### src/rtl/tw_pkg.sv
package tw_pkg;
    localparam int PS_W   = 3;
    localparam int PRE_W  = 1 << PS_W;
    localparam int MODE_W = PS_W + 3;

    typedef struct packed {
        logic            src_pin;
        logic            fall_edge;
        logic            to_wdog;
        logic [PS_W-1:0] ratio;
    } tmode_t;

    localparam tmode_t MODE_RST = tmode_t'({MODE_W{1'b1}});

    // low-bit mask whose all-ones state marks the prescaler terminal count
    function automatic logic [PRE_W-1:0] ratio_mask(input logic [PS_W-1:0] r,
                                                    input logic to_wdog);
        logic [PRE_W-1:0] one;
        int sh;
        one = {{(PRE_W-1){1'b0}}, 1'b1};
        sh  = int'(r) + (to_wdog ? 0 : 1);
        return (one << sh) - one;
    endfunction
endpackage

### src/rtl/tw_pin_sync.sv
module tw_pin_sync #(
    parameter int SYNC_N = 2
) (
    input  logic clk,
    input  logic rst,
    input  logic pin_async,
    input  logic fall_sel,
    output logic pin_edge
);
    logic stg [SYNC_N];
    logic prev;

    always_ff @(posedge clk) begin
        if (rst) stg[0] <= 1'b0;
        else     stg[0] <= pin_async;
    end

    for (genvar g = 1; g < SYNC_N; g++) begin : g_stage
        always_ff @(posedge clk) begin
            if (rst) stg[g] <= 1'b0;
            else     stg[g] <= stg[g-1];
        end
    end

    always_ff @(posedge clk) begin
        if (rst) prev <= 1'b0;
        else     prev <= stg[SYNC_N-1];
    end

    assign pin_edge = fall_sel ? (prev & ~stg[SYNC_N-1]) : (~prev & stg[SYNC_N-1]);

    AST_EDGE_SINGLE: assert property (@(posedge clk) disable iff (rst)
        pin_edge |=> !pin_edge);
endmodule

### src/rtl/tw_prescaler.sv
module tw_prescaler
    import tw_pkg::*;
(
    input  logic   clk,
    input  logic   rst,
    input  tmode_t mode,
    input  logic   mode_we,
    input  logic   cyc_tick,
    input  logic   pin_edge,
    input  logic   wd_tick,
    input  logic   cnt_we,
    input  logic   wd_restart,
    output logic   cnt_inc,
    output logic   wd_inc
);
    logic [PRE_W-1:0] pre_cnt;
    logic [PRE_W-1:0] mask;
    logic             src_ev, pre_in, pre_hit, pre_clr;

    always_comb begin
        src_ev  = mode.src_pin ? pin_edge : cyc_tick;
        pre_in  = mode.to_wdog ? wd_tick : src_ev;
        mask    = ratio_mask(mode.ratio, mode.to_wdog);
        pre_hit = pre_in && ((pre_cnt & mask) == mask);
        pre_clr = mode_we || (mode.to_wdog ? wd_restart : cnt_we);
        cnt_inc = mode.to_wdog ? src_ev  : pre_hit;
        wd_inc  = mode.to_wdog ? pre_hit : wd_tick;
    end

    always_ff @(posedge clk) begin
        if (rst)          pre_cnt <= '0;
        else if (pre_clr) pre_cnt <= '0;
        else if (pre_in)  pre_cnt <= pre_cnt + 1'b1;
    end

    AST_INC_NEEDS_EVENT: assert property (@(posedge clk) disable iff (rst)
        (cnt_inc || wd_inc) |-> (cyc_tick || pin_edge || wd_tick));
    AST_PRE_SPACING: assert property (@(posedge clk) disable iff (rst)
        (!mode.to_wdog && cnt_inc && !mode_we) |=> !(cnt_inc && !mode.to_wdog));
endmodule

### src/rtl/tw_rtc.sv
module tw_rtc #(
    parameter int CNT_W = 8
) (
    input  logic             clk,
    input  logic             rst,
    input  logic             inc,
    input  logic             we,
    input  logic [CNT_W-1:0] wdata,
    output logic [CNT_W-1:0] cnt
);
    always_ff @(posedge clk) begin
        if (rst)      cnt <= '0;
        else if (we)  cnt <= wdata;
        else if (inc) cnt <= cnt + 1'b1;
    end

    AST_CNT_LOAD: assert property (@(posedge clk) disable iff (rst)
        we |=> cnt == $past(wdata));
    AST_CNT_HOLD: assert property (@(posedge clk) disable iff (rst)
        (!we && !inc) |=> $stable(cnt));
    AST_CNT_WRAP: assert property (@(posedge clk) disable iff (rst)
        (!we && inc && cnt == '1) |=> cnt == '0);
endmodule

### src/rtl/tw_wdog.sv
module tw_wdog #(
    parameter int WDT_W = 8
) (
    input  logic clk,
    input  logic rst,
    input  logic wd_inc,
    input  logic wd_clr,
    input  logic sleep_req,
    output logic wd_rst,
    output logic wake,
    output logic wd_tmo
);
    logic [WDT_W-1:0] wcnt;
    logic             asleep, restart, expire;

    assign restart = wd_clr | sleep_req;
    assign expire  = wd_inc && (wcnt == '1) && !restart;

    always_ff @(posedge clk) begin
        if (rst) begin
            wcnt   <= '0;
            asleep <= 1'b0;
            wd_rst <= 1'b0;
            wake   <= 1'b0;
            wd_tmo <= 1'b0;
        end else begin
            wd_rst <= expire;
            wake   <= expire & asleep;
            if (restart)     wcnt <= '0;
            else if (wd_inc) wcnt <= wcnt + 1'b1;
            if (sleep_req)   asleep <= 1'b1;
            else if (expire) asleep <= 1'b0;
            if (restart)     wd_tmo <= 1'b0;
            else if (expire) wd_tmo <= 1'b1;
        end
    end

    AST_RST_PULSE: assert property (@(posedge clk) disable iff (rst)
        wd_rst |=> !wd_rst);
    AST_TMO_WITH_RST: assert property (@(posedge clk) disable iff (rst)
        wd_rst |-> wd_tmo);
    AST_RESTART_NO_RST: assert property (@(posedge clk) disable iff (rst)
        restart |=> !wd_rst);
    AST_RESTART_TMO: assert property (@(posedge clk) disable iff (rst)
        restart |=> !wd_tmo);
    AST_WAKE_WITH_RST: assert property (@(posedge clk) disable iff (rst)
        wake |-> wd_rst);
endmodule

### src/rtl/tmr_wdog_top.sv
module tmr_wdog_top
    import tw_pkg::*;
#(
    parameter int CNT_W  = 8,
    parameter int WDT_W  = 8,
    parameter int SYNC_N = 2
) (
    input  logic              clk,
    input  logic              rst,
    input  logic              cyc_tick,
    input  logic              tpin,
    input  logic              mode_we,
    input  logic [MODE_W-1:0] mode_wdata,
    input  logic              cnt_we,
    input  logic [CNT_W-1:0]  cnt_wdata,
    input  logic              wd_clr,
    input  logic              sleep_req,
    input  logic              wd_tick,
    output logic [CNT_W-1:0]  cnt_val,
    output logic              wd_rst,
    output logic              wake,
    output logic              wd_tmo
);
    tmode_t mode_q;
    logic   pin_edge, cnt_inc, wd_inc;

    always_ff @(posedge clk) begin
        if (rst)          mode_q <= MODE_RST;
        else if (mode_we) mode_q <= tmode_t'(mode_wdata);
    end

    AST_MODE_LOAD: assert property (@(posedge clk) disable iff (rst)
        mode_we |=> mode_q == tmode_t'($past(mode_wdata)));

    tw_pin_sync #(.SYNC_N(SYNC_N)) u_sync (
        .clk(clk), .rst(rst), .pin_async(tpin),
        .fall_sel(mode_q.fall_edge), .pin_edge(pin_edge)
    );

    tw_prescaler u_pre (
        .clk(clk), .rst(rst), .mode(mode_q), .mode_we(mode_we),
        .cyc_tick(cyc_tick), .pin_edge(pin_edge), .wd_tick(wd_tick),
        .cnt_we(cnt_we), .wd_restart(wd_clr | sleep_req),
        .cnt_inc(cnt_inc), .wd_inc(wd_inc)
    );

    tw_rtc #(.CNT_W(CNT_W)) u_rtc (
        .clk(clk), .rst(rst), .inc(cnt_inc), .we(cnt_we),
        .wdata(cnt_wdata), .cnt(cnt_val)
    );

    tw_wdog #(.WDT_W(WDT_W)) u_wdog (
        .clk(clk), .rst(rst), .wd_inc(wd_inc), .wd_clr(wd_clr),
        .sleep_req(sleep_req), .wd_rst(wd_rst), .wake(wake), .wd_tmo(wd_tmo)
    );
endmodule

### config.mk
export PLATFORM = sky130hd
export DESIGN_NAME = tmr_wdog_top
export DESIGN_NICKNAME = d
export VERILOG_FILES = /design/src/rtl/tw_pkg.sv /design/src/rtl/tw_pin_sync.sv /design/src/rtl/tw_prescaler.sv /design/src/rtl/tw_rtc.sv /design/src/rtl/tw_wdog.sv /design/src/rtl/tmr_wdog_top.sv
export SDC_FILE = /design/constraint.sdc
export NUM_CORES = 1
export LEC_CHECK = 0
export ABC_CLOCK_PERIOD_IN_PS = 8550
export BUFFER_PORTS_ARGS = -buffer_cell sky130_fd_sc_hd__buf_4
export CAP_MARGIN = 20
export CORE_AREA = 2 2 73 75
export CTS_CLUSTER_SIZE = 30
export DETAILED_ROUTE_END_ITERATION = 10
export DIE_AREA = 0 0 75 77
export PLACE_DENSITY = 0.65
export SYNTH_ARGS = -nofsm -noshare
export SYNTH_HDL_FRONTEND = slang
export SYNTH_SLANG_ARGS = --single-unit
### constraint.sdc
create_clock -name clk -period 8.55 [get_ports clk]
set_input_delay 0.4275 -clock clk [delete_from_list [all_inputs] [get_ports clk]]
set_output_delay 0.4275 -clock clk [all_outputs]
set_load 0.02 [all_outputs]
# [Word level (Yosys, flattened, before mapping)]
# Memory sizes are Yosys's and may differ from the RTL's.
# Index checks and enable logic that the tools add are counted.
[totals] regBits=35 memories=1 mem_bits_rw=2 out_inout_bits=11
[memory_table] name="u_sync.stg" depth=2 width=1 read_ports=2 rd_clocked_by_memory_dff=0 wr=2 line_no="tw_pin_sync.sv:10" rtl="logic stg [SYNC_N];"
[op_classes] shifts=1 add_sub_neg=5 muxes=16 n_bitwise=9 n_eq_ne=2 n_reduce_logical=9
[op_table] op="$add 4x32->32" count=1
[op_table] op="$shl 1x32->8 const A" count=1
[op_table] op="$add 8x1->8 const B" count=3
[op_table] op="$mux 8" count=2
[op_table] op="$mux 1" count=14
[op_table] op="$and 8x8->8" count=1
[op_table] op="$eq 8x8->1" count=1
[op_table] op="$eq 8x8->1 const B" count=1
[op_table] op="$sub 8x1->8 const B" count=1
[op_table] op="$reduce_bool 2->1" count=2
[op_table] op="$reduce_or 2->1" count=2
[op_table] op="$and 1x1->1" count=3
[op_table] op="$logic_and 1x1->1" count=3
[op_table] op="$or 1x1->1" count=3
[op_table] op="$not 1->1" count=2
[op_table] op="$logic_not 1->1" count=1
[op_table] op="$logic_or 1x1->1" count=1

# [Longest topological paths before layout]
# Gate-level depths: netlist of run 1.
[logic_depth] ltp_word=12 ltp_mapped=16

# [Hierarchy]
# Synthesis of run 1 repeated with hierarchy kept, for this count alone.
[unflattened] cells_unflattened=243 area_unflattened_um2=2157.1
[by_module_without_submodules] module="tw_prescaler" n_inst=1 area_each_um2=860.8 cells_each=111
[by_module_without_submodules] module="tw_wdog" n_inst=1 area_each_um2=491.7 cells_each=50
[by_module_without_submodules] module="tw_rtc" n_inst=1 area_each_um2=464.2 cells_each=53
[by_module_without_submodules] module="tmr_wdog_top" n_inst=1 area_each_um2=239.0 cells_each=20
[by_module_without_submodules] module="tw_pin_sync" n_inst=1 area_each_um2=101.3 cells_each=9

# [Worst setup path before layout of run 1]
# OpenSTA, ideal clock, no wires.
[synth_path] kind="reg-to-reg" startpoint="register mode_q[3] (netlist bit)" endpoint="register u_rtc.cnt[7]" arrival_ns=3.511 stages_incl_launch_ff=17 path_buffers=1 path_slack_ns=4.949 t_required_ns=8.459 period_less_slack_ns=3.601 setup_time_ns=0.091 path_cell_list="dfxtp_1 inv_1 ha_1 ha_1 buf_6 nor2_2 a21oi_2 or3_1 ha_1 nand2b_1 a221oi_1 o221ai_2 nand3_2 o31ai_4 nand2_4 or4_1 a311oi_1"
[synth_via] elab_chain_cells=9 word_cells_on_any_way=10
[synth_lines] element="start: declaration" line_no="tmr_wdog_top.sv:24" rtl="tmode_t mode_q;"
[synth_lines] element="start signal: assignment" line_no="tmr_wdog_top.sv:29" rtl="else if (mode_we) mode_q <= tmode_t'(mode_wdata);"
[synth_lines] element="$mux 1" line_no="tw_pkg.sv:21" rtl="sh = int'(r) + (to_wdog ? 0 : 1);"
[synth_lines] element="$add 4x32->32" line_no="tw_pkg.sv:21"
[synth_lines] element="$shl 1x32->8" line_no="tw_pkg.sv:22" rtl="return (one << sh) - one;"
[synth_lines] element="$sub 8x1->8" line_no="tw_pkg.sv:22"
[synth_lines] element="$and 8x8->8" line_no="tw_prescaler.sv:24" rtl="pre_hit = pre_in && ((pre_cnt & mask) == mask);"
[synth_lines] element="$eq 8x8->1" line_no="tw_prescaler.sv:24"
[synth_lines] element="$logic_and 1x1->1" line_no="tw_prescaler.sv:24"
[synth_lines] element="$mux 1 *" line_no="tw_prescaler.sv:26" rtl="cnt_inc = mode.to_wdog ? src_ev : pre_hit;"
[synth_lines] element="$reduce_bool 2->1 (no source line) *"
[synth_lines] element="end signal: assignment" line_no="tw_rtc.sv:13" rtl="else if (we) cnt <= wdata;"
[synth_lines] element="end signal: assignment" line_no="tw_rtc.sv:14" rtl="else if (inc) cnt <= cnt + 1'b1;"
[synth_lines] element="end: declaration" line_no="tw_rtc.sv:9" rtl="output logic [CNT_W-1:0] cnt"
# Every way passes the cells marked *; elsewhere a longest branch is shown, timed or not.
# A chain may end at the register's enable or synchronous reset.

# [Final worst setup path of run 1]
[layout_path] startpoint="register mode_q[1] (netlist bit)" endpoint="register u_rtc.cnt[7]"
[layout_via] elab_chain_cells=8
[layout_lines] element="$add 4x32->32 *" line_no="tw_pkg.sv:21"
[layout_lines] element="$shl 1x32->8 *" line_no="tw_pkg.sv:22"
[layout_lines] element="$sub 8x1->8 *" line_no="tw_pkg.sv:22"
[layout_lines] element="$and 8x8->8" line_no="tw_prescaler.sv:24"
[layout_lines] element="$eq 8x8->1 *" line_no="tw_prescaler.sv:24"
[layout_lines] element="$logic_and 1x1->1 *" line_no="tw_prescaler.sv:24"
[layout_lines] element="$mux 1 *" line_no="tw_prescaler.sv:26"
[layout_lines] element="$reduce_bool 2->1 (no source line) *"
# Marked as above.

==> results of run 1 <==
cells in the final DEF (no fill, tap or decap), types with 2 or more instances in the layout:
cell,netlist,final
a211oi_1,3,3
a21oi_1,8,8
a21oi_2,2,2
a311oi_1,2,2
a31oi_1,2,2
a41oi_1,2,2
and2_1,4,4
and3_1,7,7
buf_4,1,33
clkbuf_8,0,7
clkinv_1,2,2
dfxtp_1,37,37
ha_1,7,7
inv_1,9,9
mux2i_1,9,9
nand2_1,19,19
nand2b_1,7,7
nand3_1,8,8
nand4_1,7,7
nor2_1,30,30
nor2b_1,3,3
nor3_1,2,2
o211ai_1,2,2
o21ai_0,8,8
o221ai_2,2,2
o31ai_1,4,4
or3_1,6,6
or4_1,2,2
xnor2_1,5,5
xor2_1,10,10
critical path: stages, from the launching register on:
cell,delay (ns)
dfxtp_1,0.65
ha_1,0.61
a21oi_2,0.16
or3_1,0.38
ha_1,0.30
nand2b_1,0.15
a221oi_1,0.10
o221ai_2,0.21
nand3_2,0.13
o31ai_4,0.37
nand2_4,0.13
or4_1,0.54
a311oi_1,0.25
final cells by class:
cell class,count,area (um2)
clock buffer,7,96.3
clock inverter,1,5.00
fill,494,2430
inverter,11,41.3
multi-input combinational,191,1330
sequential,37,741
tap,70,87.6
timing repair buffer,33,248
cell families (layout without fill, tap and decap cells):
| family | after synthesis | in the layout | synth area share [%] |
|---|---|---|---|
| DFF | 37 | 37 | 34.0 |
| adders and majority gates | 7 | 7 | 4.02 |
| xor gates and xnor gates | 17 | 17 | 7.52 |
| muxes | 11 | 11 | 5.17 |
| and+or+nand+nor | 104 | 104 | 25.2 |
| buffers and inverters | 21 | 52 | 4.82 |
| AOI/OAI and AO/OA | 52 | 52 | 19.2 |
report_power, final:
| group | total, mW | leakage, nW | internal (mW) | switching (mW) |
|---|---|---|---|---|
| Clock | 0.134 | 0.0542 | 0.0729 | 0.0616 |
| Sequential | 0.185 | 0.302 | 0.178 | 0.00688 |
| Combinational | 0.0748 | 0.657 | 0.0334 | 0.0414 |
| Total | 0.394 | 1.01 | 0.284 | 0.110 |
per-layer routing:
layer	global-route usage [%]	part of all wire (%)	up-vias
li1	-	-	960
met1	24.4	48	836
met2	27.5	47	37
met3	4.73	3.4	6
met4	5.71	1.3	0
met5	0	0	-
registers in the layout, summed over array words and instances (netlist names):
signal         cells
mode_q             6
u_pre.pre_cnt      8
u_rtc.cnt          8
u_sync.prev        1
u_sync.stg         2
u_wdog.asleep      1
u_wdog.wake        1
u_wdog.wcnt        8
u_wdog.wd_rst      1
u_wdog.wd_tmo      1
through the flow:
stage / instances / hold WS, ns
after floorplan: 249 / 0.414
after global placement: 342 / 0.447
after detailed placement: 342 / 0.450
after CTS: 350 / 0.350
after global routing: 350 / 0.350
final: 350 / 0.357
final timing paths:
path	from	end
max	mode_q[1]$_SDFFE_PP1P_	u_rtc.cnt[7]$_SDFFE_PP0P_
min	mode_wdata[5]	mode_q[5]$_SDFFE_PP1P_
max reg2reg	mode_q[1]$_SDFFE_PP1P_	u_rtc.cnt[7]$_SDFFE_PP0P_
min reg2reg	u_sync.stg[0]$_SDFF_PP0_	u_sync.stg[1]$_SDFF_PP0_
==> flow_summary_export.csv, run 1 <==
group,metric,value,unit
route,wl_per_cell,13.5,um
timing,fmax,0.246,GHz
min_path,hold_path.class,"in -> reg",
pwr,fin_total_pwr,0.394,mW
timing,drv_slew,0,
critical_path,worst_setup_path_start_kind,"flip-flop",
synthesis,synth.most_common_cell,"dfxtp_1",
final_layout,final_util,51.3,%
timing,finalSetupViolations,0,
route,drtAntennaViolNets,0,
clock_tree,postCtsSetupBuffers,0,
timing,tightestPinTransition,0.741,ns
clock_tree,cts_sinks,37,
timing,slew_headroom,50.2,%
pwr,irDropWorstVdd,0.0837,mV
timing,fin_ws,4.49,ns
synthesis,synth.distinct_cells,62,
die,core-area,0.00498,mm2
global_routing,grt_overflow_total,0,
final_layout,antenna_cells,0,
synthesis,synth_largest_area_cell,"dfxtp_1",
critical_path,r2r_cells,12,
route,drt_wl_total,4710,um
synthesis,syn_inst,249,
clock_tree,cts_buffer_depth,2,
timing,skew,0.00462,ns
outcome,run_status,"completed",
critical_path,ff2ff_setup_slack,4.49,ns
die,std_cell_rows,26,
synthesis,synthTopCellsByCount,"dfxtp_1 (37), nor2_1 (30), nand2_1 (19), xor2_1 (10)",
synthesis,synth_edf_count,0,
critical_path,worstPathMaxFanout,14,
final_layout,finalInstanceArea,0.00255,mm2
timing,tns,0,ns
global_routing,grt_use_total,18.0,%
placed_design,gp_congestion,0.899,
critical_path,cp-end-kind,"flip-flop",
route,drc,0,
placed_design,dpl.hpwl,3520,um
clock_tree,cts_hold_buf,0,
clock_tree,clk_pin_slew,0.07,ns
route,dr.pass1.iters,4,
placed_design,place_area,0.00245,mm2
die,io_pins,34,
placed_design,portBuffers,33,
pwr,p_per_area,154,mW/mm2
global_routing,grt_pass1_wl,8130,um
final_layout,drive_gt1_share,20.7,%
synthesis,synth_fp_nets,279,
synthesis,ys_ff_latch,37,
critical_path,crit_type,"reg -> reg",
route,drt_iter0_drc,70,
clock_tree,cts_tree,"done",
clock_tree,cts_made_buffers,5,
die,start_util,43.8,%
clock_tree,cts_resized,0,
job,cap_violations,0,
synthesis,yosys_warnings,0,
final_layout,fin_nets,309,
synthesis,syn_avg_cell_area,8.75,um2
timing,finalCritPeriodShare,47.5,%
timing,min_period,4.06,ns
synthesis,yosysSeqAreaShare,34.0,%
clock_tree,clock_latency,0.29,ns
global_routing,grt_max_degree,16,
synthesis,synth_ff_type,"dfxtp_1",
die,dieArea,0.00578,mm2
synthesis,synth-async-reset-ratio,0,%
min_path,hold_path_depth,3,
critical_path,cp.required,8.75,ns
synthesis,synth_top_cell_area_share,34.0,%
route,vias,1839,
die,die_h,77,um
timing,hold_violations,0,
clock_tree,htreeDepth,2,
die,die_w,75,um
global_routing,grt_pass1_vias,1771,
critical_path,crit_arrival,4.26,ns
synthesis,ys_top_cells_by_area,"dfxtp_1 (34%), nor2_1 (5.2%), mux2i_1 (4.1%)",
final_layout,areaGrowthSynthToFinish,17.1,%
synthesis,syn_area,0.00218,mm2
clock_tree,cts-root-buf,"clkbuf_8",
timing,grt_setup_unrepaired,"no",
global_routing,antenna_found_initial,0,
route,viasPerCell,5.25,
pwr,cellLeakagePower,1.01,nW
placed_design,dpl_worst_slack,4.51,ns
No activity file was read; power rests on OpenSTA's default activity.
==> run 2, diff against run 1 <==
--- a/config.mk
+++ b/config.mk
@@ -5,7 +5,7 @@
 export SDC_FILE = /design/constraint.sdc
 export NUM_CORES = 1
 export LEC_CHECK = 0
-export ABC_CLOCK_PERIOD_IN_PS = 8550
+export ABC_CLOCK_PERIOD_IN_PS = 3800
 export BUFFER_PORTS_ARGS = -buffer_cell sky130_fd_sc_hd__buf_4
 export CAP_MARGIN = 20
 export CORE_AREA = 2 2 73 75
==> constraint.sdc (replaced) <==
create_clock -name clk -period 3.8 [get_ports clk]
set_input_delay 0.19 -clock clk [delete_from_list [all_inputs] [get_ports clk]]
set_output_delay 0.19 -clock clk [all_outputs]
set_load 0.02 [all_outputs]
==> run 2 against run 1 <==
Compared with the run above: combinational power up 140%; clock-buffer cell count unchanged; clock skew up 0.00074 ns; critical endpoint unchanged; largest cell class unchanged; highest routed layer unchanged.
==> flow_summary_export.csv, run 2 (synthesis results as in run 1) <==
group,metric,value,unit
timing,slew_headroom,55.3,%
timing,finalCritPeriodShare,93.0,%
global_routing,grt_overflow_total,0,
pwr,power_frac_clock,31.7,%
critical_path,crit_chain,"inv_2 > ha_1 > ha_2 > nor2_2 > a21oi_2 > or3_1 > ha_1 > buf_4 > nand2b_1 > nand3_1 > o21ai_0 > nand4_2 > o31ai_4 > nand2_4 > or4_1 > a311oi_2",
final_layout,top_regs,"u_pre.pre_cnt: 8 flops, u_rtc.cnt: 8 flops, u_wdog.wcnt: 8 flops",
clock_tree,clock_latency,0.29,ns
die,io_pins,34,
final_layout,antenna_cells,0,
placed_design,dpl.hpwl,3470,um
pwr,switchingPower,0.244,mW
final_layout,fin_nets,316,
clock_tree,cts_resized,0,
timing,fmax,0.283,GHz
pwr,internal_power,0.626,mW
timing,grt_setup_unrepaired,"no",
critical_path,ff2ff_setup_slack,0.27,ns
clock_tree,cts_hold_buf,0,
die,core-area,0.00498,mm2
global_routing,antenna_found_initial,0,
die,start_util,43.8,%
pwr,fin_total_pwr,0.870,mW
route,viasPerCell,5.44,
clock_tree,postCtsSetupBuffers,0,
die,die_w,75,um
route,dr.pass1.iters,4,
final_layout,mostFrequentLayoutCell,"buf_4",
placed_design,portBuffers,33,
clock_tree,cts-root-buf,"clkbuf_8",
clock_tree,cts_made_buffers,5,
outcome,run_status,"completed",
pwr,seq_power_share,47.4,%
pwr,cellLeakagePower,1.03,nW
timing,holdWs,0.117,ns
critical_path,crit_arrival,3.74,ns
global_routing,grt_max_degree,16,
clock_tree,cts_tree,"done",
clock_tree,cts_buffer_depth,2,
critical_path,worst_setup_path_start_kind,"flip-flop",
die,die_h,77,um
timing,min_period,3.53,ns
route,wl_per_cell,13.1,um
global_routing,grt_pass1_vias,1786,
critical_path,slowest_delay,0.55,ns
die,dieArea,0.00578,mm2
final_layout,areaGrowthSynthToFinish,19.2,%
route,drt_wl_total,4660,um
timing,finalSetupViolations,0,
die,std_cell_rows,26,
critical_path,worstPathMaxFanout,7,
global_routing,grt_use_total,17.5,%
timing,tightestPinTransition,0.666,ns
timing,skew,0.00536,ns
final_layout,drive_gt1_share,23.1,%
clock_tree,htreeDepth,2,
timing,hold_violations,0,
clock_tree,clk_pin_slew,0.07,ns
pwr,combPwrFrac,20.9,%
placed_design,gp_congestion,0.890,
pwr,p_per_area,335,mW/mm2
route,drtAntennaViolNets,0,
pwr,irDropWorstVdd,0.198,mV
critical_path,path_delay_family,"simple AND/OR/NAND/NOR gates",
critical_path,crit_type,"reg -> reg",
timing,drv_slew,0,
critical_path,cp.required,4.00,ns
pwr,switching_share,28.1,%
final_layout,layout_common_cells,"buf_4 (40), dfxtp_1 (37), nor2_1 (30), nand2_1 (19), xor2_1 (10)",
global_routing,grt_pass1_wl,8050,um
critical_path,cp.buffers_inverters,2,
critical_path,crit_top_cell,"ha_1",
clock_tree,cts_sinks,37,
route,vias,1935,
timing,tns,0,ns
route,drt_iter0_drc,99,
route,drc,0,
min_path,hold_path.class,"in -> reg",
critical_path,cp-end-kind,"flip-flop",
critical_path,cp_slowest_cell,"or4_1",
job,cap_violations,0,
-- run 2: layer usage --
metal	wire, um	track usage (%)
met2	2140	26.8
met3	173	3.68
met5	0	0
met4	66	5.89
met1	2280	24.0
-- run 2: stage by stage --
step | utilization [%] | cell area, um2 | cells | worst slack [ns]
floorplan | - | 2180 | 249 | 0.199
global placement | 50.3 | 2500 | 349 | 0.309
detailed placement | 50.3 | 2500 | 349 | 0.190
CTS | 52.0 | 2590 | 356 | 0.169
global route | 52.2 | 2600 | 356 | 0.0244
finish | 52.2 | 2600 | 356 | 0.267
-- run 2: worst register-to-register path, delay by kind of cell (launching register included) --
family	cells	cell delay, ns
AO/OA/AOI/OAI	4	0.73
adder cells (fa/ha/maj)	3	0.64
buffers and inverters	2	0.26
flip-flops	1	0.39
AND/OR/NAND/NOR	7	1.44
-- run 2: worst paths after layout --
path | startpoint | to | depth (start not counted)
max | mode_q[3]$_SDFFE_PP1P_ | u_rtc.cnt[7]$_SDFFE_PP0P_ | 16
min reg2reg | u_sync.stg[0]$_SDFF_PP0_ | u_sync.stg[1]$_SDFF_PP0_ | 1
min | tpin | u_sync.stg[0]$_SDFF_PP0_ | 2
max reg2reg | mode_q[3]$_SDFFE_PP1P_ | u_rtc.cnt[7]$_SDFFE_PP0P_ | 16
-- run 2: final cells by class --
cell class              instances  area [um2]
clock buffers                   7        86.3
fillers                       482        2380
inverters                      11        41.3
multi-input cells             191        1340
flip-flops and latches         37         741
well taps                      70        87.6
repair buffers                 40         300
-- run 2: power groups by stage --
stage          clock network (mW)  logic, mW  registers [mW]
4_1_cts                     0.287      0.180           0.412
3_3_place_gp                    0      0.180           0.421
2_1_floorplan                   0      0.119           0.426
6_report                    0.276      0.182           0.413
3_5_place_dp                    0      0.179           0.421
5_1_grt                     0.301      0.199           0.414
